## src/rtl/i2c_step_pkg.sv

```systemverilog
// Shared definitions for the stepwise I2C master: step kinds, status
// codes, register offsets and control bit positions.
package i2c_step_pkg;

    typedef enum logic [1:0] {
        STEP_NONE  = 2'd0,
        STEP_START = 2'd1,
        STEP_BYTE  = 2'd2,
        STEP_STOP  = 2'd3
    } step_e;

    localparam logic [7:0] ST_START     = 8'h08;
    localparam logic [7:0] ST_ADDR_ACK  = 8'h18;
    localparam logic [7:0] ST_ADDR_NACK = 8'h20;
    localparam logic [7:0] ST_DATA_ACK  = 8'h28;
    localparam logic [7:0] ST_DATA_NACK = 8'h30;
    localparam logic [7:0] ST_IDLE      = 8'hF8;

    localparam logic [1:0] RA_CTRL = 2'd0;
    localparam logic [1:0] RA_STAT = 2'd1;
    localparam logic [1:0] RA_DATA = 2'd2;
    localparam logic [1:0] RA_DIV  = 2'd3;

    localparam int CB_DONE  = 7;
    localparam int CB_START = 5;
    localparam int CB_STOP  = 4;
    localparam int CB_BUSY  = 0;

endpackage

```

## src/rtl/i2c_step_tick.sv

```systemverilog
// Quarter-bit timebase. While run is high, tick pulses once every div+1
// clock cycles; when run is low the count is held at zero so that each
// step starts with a full first quarter.
// Assumes div is stable while run is high.
module i2c_step_tick #(
    parameter int DIV_W = 8
) (
    input  logic             clk,
    input  logic             rst_n,
    input  logic             run,
    input  logic [DIV_W-1:0] div,
    output logic             tick
);

    logic [DIV_W-1:0] cnt;

    // Count quarter periods and emit a one-cycle tick at the terminal count.
    always_ff @(posedge clk) begin
        if (!rst_n || !run) begin
            cnt  <= '0;
            tick <= 1'b0;
        end else if (cnt == div) begin
            cnt  <= '0;
            tick <= 1'b1;
        end else begin
            cnt  <= cnt + 1'b1;
            tick <= 1'b0;
        end
    end

    // with a nonzero divider, ticks are never back to back
    assert_tick_spacing_R9: assert property (@(posedge clk) disable iff (!rst_n)
        (tick && run && div != '0) |=> !tick);

endmodule

```

## src/rtl/i2c_step_engine.sv

```systemverilog
// Bit-level bus sequencer. It executes one step (START, byte or STOP)
// per launch, advancing one quarter phase per tick, and reports its end
// with a one-cycle done pulse.
// Assumes launch is only honoured while idle and that SDA is an
// asynchronous input (it is synchronised here). No clock stretching.
module i2c_step_engine
    import i2c_step_pkg::*;
#(
    parameter int BYTE_W = 8
) (
    input  logic              clk,
    input  logic              rst_n,
    input  logic              launch,
    input  step_e             launch_step,
    input  logic [BYTE_W-1:0] tx_byte,
    input  logic              tick,
    input  logic              sda_in,
    output logic              busy,
    output logic              done,
    output step_e             done_step,
    output logic              nack,
    output logic              scl_oe,
    output logic              sda_oe
);

    localparam int ACK_IDX  = BYTE_W;
    localparam int TAIL_IDX = BYTE_W + 1;
    localparam int IDX_W    = $clog2(TAIL_IDX + 1);

    step_e             cur_step;
    logic [1:0]        phase;
    logic [IDX_W-1:0]  bit_idx;
    logic [BYTE_W-1:0] shreg;
    logic [1:0]        sda_sync;

    assign done_step = cur_step;

    // Two-stage synchroniser for the sensed SDA level.
    always_ff @(posedge clk) begin
        if (!rst_n) sda_sync <= 2'b11;
        else        sda_sync <= {sda_sync[0], sda_in};
    end

    // Step sequencer: load on launch, then act on each quarter-phase tick.
    always_ff @(posedge clk) begin
        if (!rst_n) begin
            busy     <= 1'b0;
            done     <= 1'b0;
            cur_step <= STEP_NONE;
            phase    <= 2'd0;
            bit_idx  <= '0;
            shreg    <= '0;
            nack     <= 1'b0;
            scl_oe   <= 1'b0;
            sda_oe   <= 1'b0;
        end else begin
            done <= 1'b0;
            if (launch && !busy) begin
                busy     <= 1'b1;
                cur_step <= launch_step;
                phase    <= 2'd0;
                bit_idx  <= '0;
                shreg    <= tx_byte;
                nack     <= 1'b0;
            end else if (busy && tick) begin
                phase <= phase + 2'd1;
                unique case (cur_step)
                    STEP_START: begin
                        unique case (phase)
                            2'd0: sda_oe <= 1'b0;
                            2'd1: scl_oe <= 1'b0;
                            2'd2: sda_oe <= 1'b1;
                            2'd3: begin
                                scl_oe <= 1'b1;
                                busy   <= 1'b0;
                                done   <= 1'b1;
                            end
                            default: ;
                        endcase
                    end
                    STEP_BYTE: begin
                        unique case (phase)
                            2'd0: begin
                                scl_oe <= 1'b1;
                                if (bit_idx == IDX_W'(TAIL_IDX)) begin
                                    busy <= 1'b0;
                                    done <= 1'b1;
                                end
                            end
                            2'd1: sda_oe <= (bit_idx == IDX_W'(ACK_IDX)) ? 1'b0
                                                                         : ~shreg[BYTE_W-1];
                            2'd2: scl_oe <= 1'b0;
                            2'd3: begin
                                if (bit_idx == IDX_W'(ACK_IDX)) nack <= sda_sync[1];
                                else shreg <= {shreg[BYTE_W-2:0], 1'b0};
                                bit_idx <= bit_idx + 1'b1;
                            end
                            default: ;
                        endcase
                    end
                    STEP_STOP: begin
                        unique case (phase)
                            2'd0: scl_oe <= 1'b1;
                            2'd1: sda_oe <= 1'b1;
                            2'd2: scl_oe <= 1'b0;
                            2'd3: begin
                                sda_oe <= 1'b0;
                                busy   <= 1'b0;
                                done   <= 1'b1;
                            end
                            default: ;
                        endcase
                    end
                    default: begin
                        busy <= 1'b0;
                        done <= 1'b1;
                    end
                endcase
            end
        end
    end

    // SDA only moves under a released SCL while forming START or STOP
    assert_sda_steady_scl_high_R8: assert property (@(posedge clk) disable iff (!rst_n)
        ((sda_oe != $past(sda_oe)) && !$past(scl_oe)) |->
            (cur_step == STEP_START || cur_step == STEP_STOP));

    // a finished byte step leaves SCL held low
    assert_byte_ends_scl_low_R5: assert property (@(posedge clk) disable iff (!rst_n)
        (done && cur_step == STEP_BYTE) |-> scl_oe);

    // a finished STOP leaves both lines released
    assert_stop_releases_R7: assert property (@(posedge clk) disable iff (!rst_n)
        (done && cur_step == STEP_STOP) |-> (!scl_oe && !sda_oe));

endmodule

```

## src/rtl/i2c_step_regs.sv

```systemverilog
// Software-facing register file: control (completion flag, step
// request bits, busy), status code, shared address/data byte and SCL
// divider. Decodes step launches and posts the result of each step.
// Assumes single-cycle write strobes; reads are combinational.
module i2c_step_regs
    import i2c_step_pkg::*;
#(
    parameter int DIV_W     = 8,
    parameter int DIV_RESET = 4
) (
    input  logic             clk,
    input  logic             rst_n,
    input  logic             wr,
    input  logic [1:0]       addr,
    input  logic [7:0]       wdata,
    output logic [7:0]       rdata,
    input  logic             eng_busy,
    input  logic             eng_done,
    input  step_e            eng_step,
    input  logic             eng_nack,
    output logic             launch,
    output step_e            launch_step,
    output logic [7:0]       tx_byte,
    output logic [DIV_W-1:0] div
);

    logic       flag;
    logic [7:0] status;
    logic       addr_next;
    logic       idle_wr;

    assign idle_wr = wr && !eng_busy;
    assign launch  = idle_wr && (addr == RA_CTRL) && wdata[CB_DONE];

    // Pick the requested step from the request bits of the control write.
    always_comb begin
        if (wdata[CB_START])     launch_step = STEP_START;
        else if (wdata[CB_STOP]) launch_step = STEP_STOP;
        else                     launch_step = STEP_BYTE;
    end

    // Completion flag: cleared by a launching write, set when a non-STOP step ends.
    always_ff @(posedge clk) begin
        if (!rst_n)                              flag <= 1'b0;
        else if (launch)                         flag <= 1'b0;
        else if (eng_done && eng_step != STEP_STOP) flag <= 1'b1;
    end

    // Status code and address/data tracking for byte steps.
    always_ff @(posedge clk) begin
        if (!rst_n) begin
            status    <= ST_IDLE;
            addr_next <= 1'b0;
        end else if (launch) begin
            status <= ST_IDLE;
        end else if (eng_done) begin
            unique case (eng_step)
                STEP_START: begin
                    status    <= ST_START;
                    addr_next <= 1'b1;
                end
                STEP_BYTE: begin
                    if (addr_next) status <= eng_nack ? ST_ADDR_NACK : ST_ADDR_ACK;
                    else           status <= eng_nack ? ST_DATA_NACK : ST_DATA_ACK;
                    addr_next <= 1'b0;
                end
                default: begin
                    status    <= ST_IDLE;
                    addr_next <= 1'b0;
                end
            endcase
        end
    end

    // Data and divider registers, writable only between steps.
    always_ff @(posedge clk) begin
        if (!rst_n) begin
            tx_byte <= '0;
            div     <= DIV_W'(DIV_RESET);
        end else if (idle_wr) begin
            if (addr == RA_DATA) tx_byte <= wdata;
            if (addr == RA_DIV)  div     <= wdata[DIV_W-1:0];
        end
    end

    // Read multiplexer.
    always_comb begin
        rdata = '0;
        unique case (addr)
            RA_CTRL: begin
                rdata[CB_DONE] = flag;
                rdata[CB_BUSY] = eng_busy;
            end
            RA_STAT: rdata = status;
            RA_DATA: rdata = tx_byte;
            RA_DIV:  rdata = 8'(div);
            default: rdata = '0;
        endcase
    end

    // no bus operation runs while the completion flag is set
    assert_flag_blocks_engine_R3: assert property (@(posedge clk) disable iff (!rst_n)
        flag |-> !eng_busy);

    // a control write with bit 7 clear, made while idle, starts nothing
    assert_zero_write_inert_R2: assert property (@(posedge clk) disable iff (!rst_n)
        (wr && addr == RA_CTRL && !wdata[CB_DONE] && !eng_busy) |=> !eng_busy);

    // a finished STOP never raises the completion flag
    assert_stop_no_flag_R7: assert property (@(posedge clk) disable iff (!rst_n)
        (eng_done && eng_step == STEP_STOP) |=> (!flag && status == ST_IDLE));

    // a finished START posts its code
    assert_start_code_R4: assert property (@(posedge clk) disable iff (!rst_n)
        (eng_done && eng_step == STEP_START) |=> (flag && status == ST_START));

    // the data byte holds still while a step runs
    assert_data_frozen_R10: assert property (@(posedge clk) disable iff (!rst_n)
        ($past(eng_busy) && eng_busy) |-> $stable(tx_byte));

endmodule

```

## src/rtl/i2c_step_master.sv

```systemverilog
// Stepwise I2C bus master top level: register file, quarter-bit
// timebase and bus sequencer. Open-drain outputs pull the line low
// when asserted; the board supplies pull-ups.
// Assumes a single master on the bus and slaves that never stretch SCL.
module i2c_step_master #(
    parameter int DIV_W     = 8,
    parameter int DIV_RESET = 4
) (
    input  logic       clk,
    input  logic       rst_n,
    input  logic       reg_wr,
    input  logic [1:0] reg_addr,
    input  logic [7:0] reg_wdata,
    output logic [7:0] reg_rdata,
    output logic       scl_oe,
    output logic       sda_oe,
    input  logic       sda_in
);
    import i2c_step_pkg::*;

    logic             launch;
    step_e            launch_step;
    logic [7:0]       tx_byte;
    logic [DIV_W-1:0] div;
    logic             tick;
    logic             eng_busy;
    logic             eng_done;
    step_e            eng_step;
    logic             eng_nack;

    i2c_step_regs #(
        .DIV_W     (DIV_W),
        .DIV_RESET (DIV_RESET)
    ) u_regs (
        .clk         (clk),
        .rst_n       (rst_n),
        .wr          (reg_wr),
        .addr        (reg_addr),
        .wdata       (reg_wdata),
        .rdata       (reg_rdata),
        .eng_busy    (eng_busy),
        .eng_done    (eng_done),
        .eng_step    (eng_step),
        .eng_nack    (eng_nack),
        .launch      (launch),
        .launch_step (launch_step),
        .tx_byte     (tx_byte),
        .div         (div)
    );

    i2c_step_tick #(
        .DIV_W (DIV_W)
    ) u_tick (
        .clk   (clk),
        .rst_n (rst_n),
        .run   (eng_busy),
        .div   (div),
        .tick  (tick)
    );

    i2c_step_engine #(
        .BYTE_W (8)
    ) u_engine (
        .clk         (clk),
        .rst_n       (rst_n),
        .launch      (launch),
        .launch_step (launch_step),
        .tx_byte     (tx_byte),
        .tick        (tick),
        .sda_in      (sda_in),
        .busy        (eng_busy),
        .done        (eng_done),
        .done_step   (eng_step),
        .nack        (eng_nack),
        .scl_oe      (scl_oe),
        .sda_oe      (sda_oe)
    );

endmodule

```

## config.mk

```make
export PLATFORM = sky130hd
export DESIGN_NAME = i2c_step_master
export DESIGN_NICKNAME = d
export VERILOG_FILES = /design/src/rtl/i2c_step_pkg.sv /design/src/rtl/i2c_step_tick.sv /design/src/rtl/i2c_step_engine.sv /design/src/rtl/i2c_step_regs.sv /design/src/rtl/i2c_step_master.sv
export SDC_FILE = /design/constraint.sdc
export NUM_CORES = 1
export LEC_CHECK = 0
export BUFFER_PORTS_ARGS = -buffer_cell sky130_fd_sc_hd__buf_2
export CORE_MARGIN = 2
export CORE_UTILIZATION = 50
export DETAILED_ROUTE_END_ITERATION = 8
export PLACE_DENSITY_LB_ADDON = 0.05
export SLEW_MARGIN = 20
export SYNTH_ARGS = -nofsm -noshare
export SYNTH_HDL_FRONTEND = slang
export SYNTH_HIERARCHICAL = 1
export SYNTH_SLANG_ARGS = --single-unit
```

## constraint.sdc

```tcl
create_clock -name clk -period 2.05 [get_ports clk]
set_input_delay 0.205 -clock clk [delete_from_list [all_inputs] [get_ports clk]]
set_output_delay 0.205 -clock clk [all_outputs]
set_load 0.02 [all_outputs]
```

Word-level counts from Yosys, hierarchy flattened
Cells that the tools add are included.

word-level totals
  register bits after elaboration = 58
  bits of input ports = 14
  logic and storage cells = 112

cells by class
  add/subtract/negate cells = 3
  equality and inequality tests = 22
  muxes and demuxes = 34
  bitwise logic cells = 5
  reduce and logical (&&, ||, !) cells = 31

operator list
  cell                                                                   number
  8-bit two-way mux                                                      6
  3-bit by 1-bit != test with 1-bit output, second input constant        7
  6-bit one-hot mux with 3 select lines                                  1
  8-bit one-hot mux with 2 select lines                                  1
  1-bit one-hot mux with 2 select lines                                  7
  1-bit two-way mux                                                      13
  2-bit equality test, second input constant                             6
  4-bit AND reduction                                                    3
  2-bit OR reduction                                                     5
  8-bit by 1-bit adder with 8-bit output, second input constant          1
  4-bit equality test, second input constant                             2
  8-bit equality test                                                    1
  1-bit one-hot mux with 4 select lines                                  2
  2-bit nonzero test                                                     4
  2-bit by 1-bit equality test with 1-bit output, second input constant  3
  1-bit logical AND                                                      6
  6-bit two-way mux                                                      1
  2-bit AND reduction                                                    3
  6-bit AND reduction                                                    1
  5-bit two-way mux                                                      1
  1-bit NOT                                                              5
  5-bit AND reduction                                                    1
  4-bit by 1-bit adder with 4-bit output, second input constant          1
  2-bit logical NOT                                                      2
  10 further kinds                                                       12

Depth between registers and ports, before layout
  depth after elaboration = 7
  mapped depth = 7

By module
The synthesis kept the hierarchy.

modules (own cells, without submodules)
  module           times used  cells an instance  area each (µm²)  seq. area each (µm²)
  i2c_step_engine  1           124                1168.6           460.4
  i2c_step_regs    1           124                1102.3           440.4
  i2c_step_tick    1           46                 489.2            180.2

Least setup slack after synthesis
No wires, ideal clock.

  path kind = register -> register
  start point = register u_engine.busy
  end point = register u_engine.shreg[5]
  library setup time = 0.118 ns
  data arrival time = 1.400 ns
  data required time = 1.932 ns
  setup slack = 0.532 ns
  cell stages (with the launch flop) = 7
  period minus slack after synthesis = 1.518 ns
  path through = dfxtp_1 nand2b_1 nor2_1 and2b_1 buf_2 mux2i_1 a21oi_2

on the way
  cells in the longest elaborated chain, start to end = 7

ends and longest elaborated chain
  element                                                                                   line                   source
  start, declared                                                                           i2c_step_engine.sv:18  output logic busy,
  start signal, assigned                                                                    i2c_step_engine.sv:47  busy <= 1'b0;
  start signal, assigned                                                                    i2c_step_engine.sv:59  busy <= 1'b1;
  start signal, assigned                                                                    i2c_step_engine.sv:75  busy <= 1'b0;
  1-bit logical NOT (*)                                                                     i2c_step_regs.sv:32    assign idle_wr = wr && !eng_busy;
  1-bit logical AND (*)                                                                     i2c_step_regs.sv:32
  1-bit logical AND (*) (2 in a row)                                                        i2c_step_regs.sv:33    assign launch = idle_wr && (addr == RA_CTRL) && wdata[CB_DONE];
  via launch                                                                                i2c_step_master.sv:21  logic launch;
  1-bit logical AND (*)                                                                     i2c_step_engine.sv:58  if (launch && !busy) begin
  2-bit by 1-bit != test with 1-bit output (no line) or 2-bit nonzero test (tied branches)  n/a
  4-bit AND reduction (no line)                                                             n/a
  end signal, assigned                                                                      i2c_step_engine.sv:63  shreg <= tx_byte;
  end signal, assigned                                                                      i2c_step_engine.sv:95  else shreg <= {shreg[BYTE_W-2:0], 1'b0};
  end, declared                                                                             i2c_step_engine.sv:33  logic [BYTE_W-1:0] shreg;

Mark *: on every way through the listed nets, which the timed path passes. The rest lies on a longest branch.
A chain may end at the register's enable or synchronous reset.

Final worst setup path
  start point = register u_engine.phase[1]
  end point = register u_engine.shreg[2]

on the way
  cells in the longest elaborated chain, start to end = 3

ends and longest elaborated chain
  element                        line                   source
  start, declared                i2c_step_engine.sv:31  logic [1:0] phase;
  start signal, assigned         i2c_step_engine.sv:66  phase <= phase + 2'd1;
  2-bit equality test            i2c_step_engine.sv:82  unique case (phase)
  2-bit nonzero test (no line)   n/a
  4-bit AND reduction (no line)  n/a

Every way passes these cells.

==> impl_metrics.env <==
export IMPL_outcome="finished, final reports clean"
export IMPL_port_buffers=23
export IMPL_cts_buffers=5
export IMPL_crit_arrival_ns=1.90
export IMPL_cts_sinks=54
export IMPL_reg2reg_from="u_engine/phase[1]"
export IMPL_path_clk_slew_ns=0.09
export IMPL_holdBufCountCts=0
export IMPL_fin_setup_tns_ns=0
export IMPL_place_congestion=0.791
export IMPL_synth_cell_types=57
export IMPL_postCtsSetupRepairBufs=0
export IMPL_finalWorstSetupSlack_ns=0.398
export IMPL_dr_max_layer_used="met4"
export IMPL_synth_async_reset_ratio_pct=0
export IMPL_netlist_area_um2=2760
export IMPL_cts_resized=0
export IMPL_hold_ws_ns=0.0627
export IMPL_crit_path_end_kind="flip-flop"
export IMPL_design_area_um2=3050
export IMPL_period_share_pct=80.6
export IMPL_peakVddDrop_v=0.000356
export IMPL_die_y_um=78.3
export IMPL_fin_nets=344
export IMPL_critPathLaunch="u_engine/phase[1]"
export IMPL_final_cell_mix="54 x dfxtp_1, 26 x o21ai_0, 25 x nand2_1"
export IMPL_path_class="flip-flop to flip-flop"
export IMPL_avgRoutedWirePerCell_um=14.6
export IMPL_critPathBufInv=2
export IMPL_slew_headroom_pct=62.5
export IMPL_die_area_um2=6130
export IMPL_hold_path_class="primary input to flip-flop"
export IMPL_ant_nets=0
export IMPL_routed_wl_met2_um=2470
export IMPL_setup_viol=0
export IMPL_worst_pin_slew_ns=0.558
export IMPL_rows=27
export IMPL_diodes=0
export IMPL_avgSynthCellArea_um2=9.39
export IMPL_p_leak_nw=1.20
export IMPL_routed_wl_um=5700
export IMPL_worst_path_max_delay_cell="dfxtp_1"
export IMPL_rsz0062_at_grt="no"
export IMPL_ios=24
export IMPL_p_per_area_nw_per_um2=635
export IMPL_cts_buffer_depth=2
export IMPL_cp_top_family="compound AO/OA/AOI/OAI gates"
export IMPL_finClkSkew_ns=0.00428
export IMPL_area_growth_pct=10.6
export IMPL_core_area_um2=5410
export IMPL_detail_route_vias_per_cell=5.41
export IMPL_dr_total_vias=2117
export IMPL_min_period_ns=1.65
export IMPL_synth_nets=320
export IMPL_startpoint_type="flip-flop"
export IMPL_max_freq_mhz=605
export IMPL_synth_ff_type="dfxtp_1"
export IMPL_drc=0
export IMPL_dp_hpwl_um=4260
export IMPL_start_util_pct=51.1
export IMPL_synth_edff_count=0
export IMPL_cp_required_ns=2.30
export IMPL_pre_cts_slack_ns=0.322
export IMPL_grt_max_degree=27
export IMPL_htree_levels=2
export IMPL_postSynthCellCount=294
export IMPL_cp_cell_sequence="ha_1 > inv_2 > o31ai_4 > buf_4 > o21ai_0 > a21oi_1"
export IMPL_drive_gt1_share_pct=19.7
export IMPL_globalRouteOverflowTotal=0
export IMPL_drt_met1_wl_um=2970
export IMPL_final_max_slew_viol_count=0
export IMPL_place_area_um2=2940
export IMPL_drt_pass1_iter_count=4
export IMPL_cp_max_fo=14
export IMPL_hold_path_startpoint="sda_in"
export IMPL_route_met3_wl_um=179
export IMPL_final_common_cell="dfxtp_1"
export IMPL_cts_tree="built"
export IMPL_drt_iter0_markers=78
export IMPL_crit_path_max_incr_delay_ns=0.43
export IMPL_synth_seq_area_share_pct=39.2
export IMPL_grt_use_total_pct=19.8
export IMPL_grt_pass1_wl_um=9450
export IMPL_cts_root_buf="clkbuf_8"
export IMPL_grt_antenna_before_repair=0
export IMPL_maxCapViolCount=0
export IMPL_synth_seq_cells=54
export IMPL_die_w_um=78.3
export IMPL_ys_warnings_count=6
export IMPL_fillers=524
export IMPL_grt_pass1_vias=1903
export IMPL_insertion_delay_ns=0.32
export IMPL_hold_viol=0
[cell usage after synthesis (2+ instances only)]
cell / count / area, um2
dfxtp_1: 54 / 1080
o21ai_0: 26 / 130
nand2_1: 25 / 93.8
nand3_1: 23 / 115
mux2i_1: 15 / 150
nor2_1: 15 / 56.3
inv_1: 13 / 48.8
ha_1: 12 / 150
xor2_1: 10 / 87.6
a21oi_1: 9 / 45.0
a211oi_1: 7 / 52.6
a22o_1: 5 / 43.8
mux2_2: 5 / 56.3
nand2b_1: 5 / 31.3
nor2b_1: 5 / 31.3
xnor2_1: 5 / 43.8
buf_2: 4 / 20.0
clkbuf_1: 4 / 15.0
o21ai_1: 4 / 20.0
a21oi_2: 3 / 26.3
buf_4: 3 / 22.5
a221oi_1: 2 / 17.5
a221oi_2: 2 / 30.0
a41oi_1: 2 / 17.5
buf_6: 2 / 22.5
nor4_4: 2 / 42.5
o21a_1: 2 / 15.0
[worst paths after layout]
kind | to | slack, ns | cells past startpoint
setup / recovery | u_engine/shreg[2] | 0.40 | 6
hold reg to reg | u_engine/sda_sync[1] | 0.41 | 1
setup reg to reg | u_engine/shreg[2] | 0.40 | 6
hold / removal | u_engine/sda_sync[0] | 0.06 | 2
[layer usage]
metal / GRT usage (%) / vias up
li1: - / 1096
met1: 29.3 / 987
met2: 28.4 / 28
met3: 4.25 / 6
met4: 6.32 / 0
met5: 0 / -
[cell families (layout without fill, tap and decap cells)]
logic type,Yosys count,count (layout),synth area share (%)
xor gates and xnor gates,15,15,4.76
buffers and inverters,28,53,4.94
and+or+nand+nor,93,93,19.4
adders and majority gates,12,12,5.44
AOI/OAI and AO/OA,71,71,18.0
muxes,21,21,8.30
DFF,54,54,39.2
[sequential cells by signal (all words and copies together) (netlist names), 2 cells and up]
register	cells
u_engine/shreg	8
u_regs/div	8
u_regs/tx_byte	8
u_tick/cnt	8
u_engine/bit_idx	4
u_regs/status	4
u_engine/done_step	2
u_engine/phase	2
u_engine/sda_sync	2
[final cells by class]
type / count / area (um2) / share of cell area [%]
Inverter: 14 / 52.6 / 1.72
Clock buffer: 8 / 110 / 3.61
Timing Repair Buffer: 31 / 175 / 5.74
Multi-Input combinational cell: 212 / 1540 / 50.6
Sequential cell: 54 / 1080 / 35.4
Tap cell: 72 / 90.1 / 2.95
[power breakdown]
| group | internal (mW) | switching (mW) |
|---|---|---|
| clock | 0.341 | 0.344 |
| sequential | 1.07 | 0.0174 |
| combinational | 0.0676 | 0.101 |
| total | 1.48 | 0.463 |
[stage by stage]
stage	std cells	utilization (%)	total power, mW
2_1_floorplan	294	-	1.22
3_3_place_gp	383	54.4	1.28
3_5_place_dp	383	54.4	1.28
4_1_cts	391	56.5	1.96
5_1_grt	391	56.5	2.02
6_report	391	56.5	1.94
[worst reg2reg max path, cell delays in order (launching register included)]
cell and delay (ns):
dfxtp_1 0.43, ha_1 0.35, inv_2 0.11, o31ai_4 0.24, buf_4 0.23, o21ai_0 0.10, a21oi_1 0.14
Power figures use the tool's default switching activity.
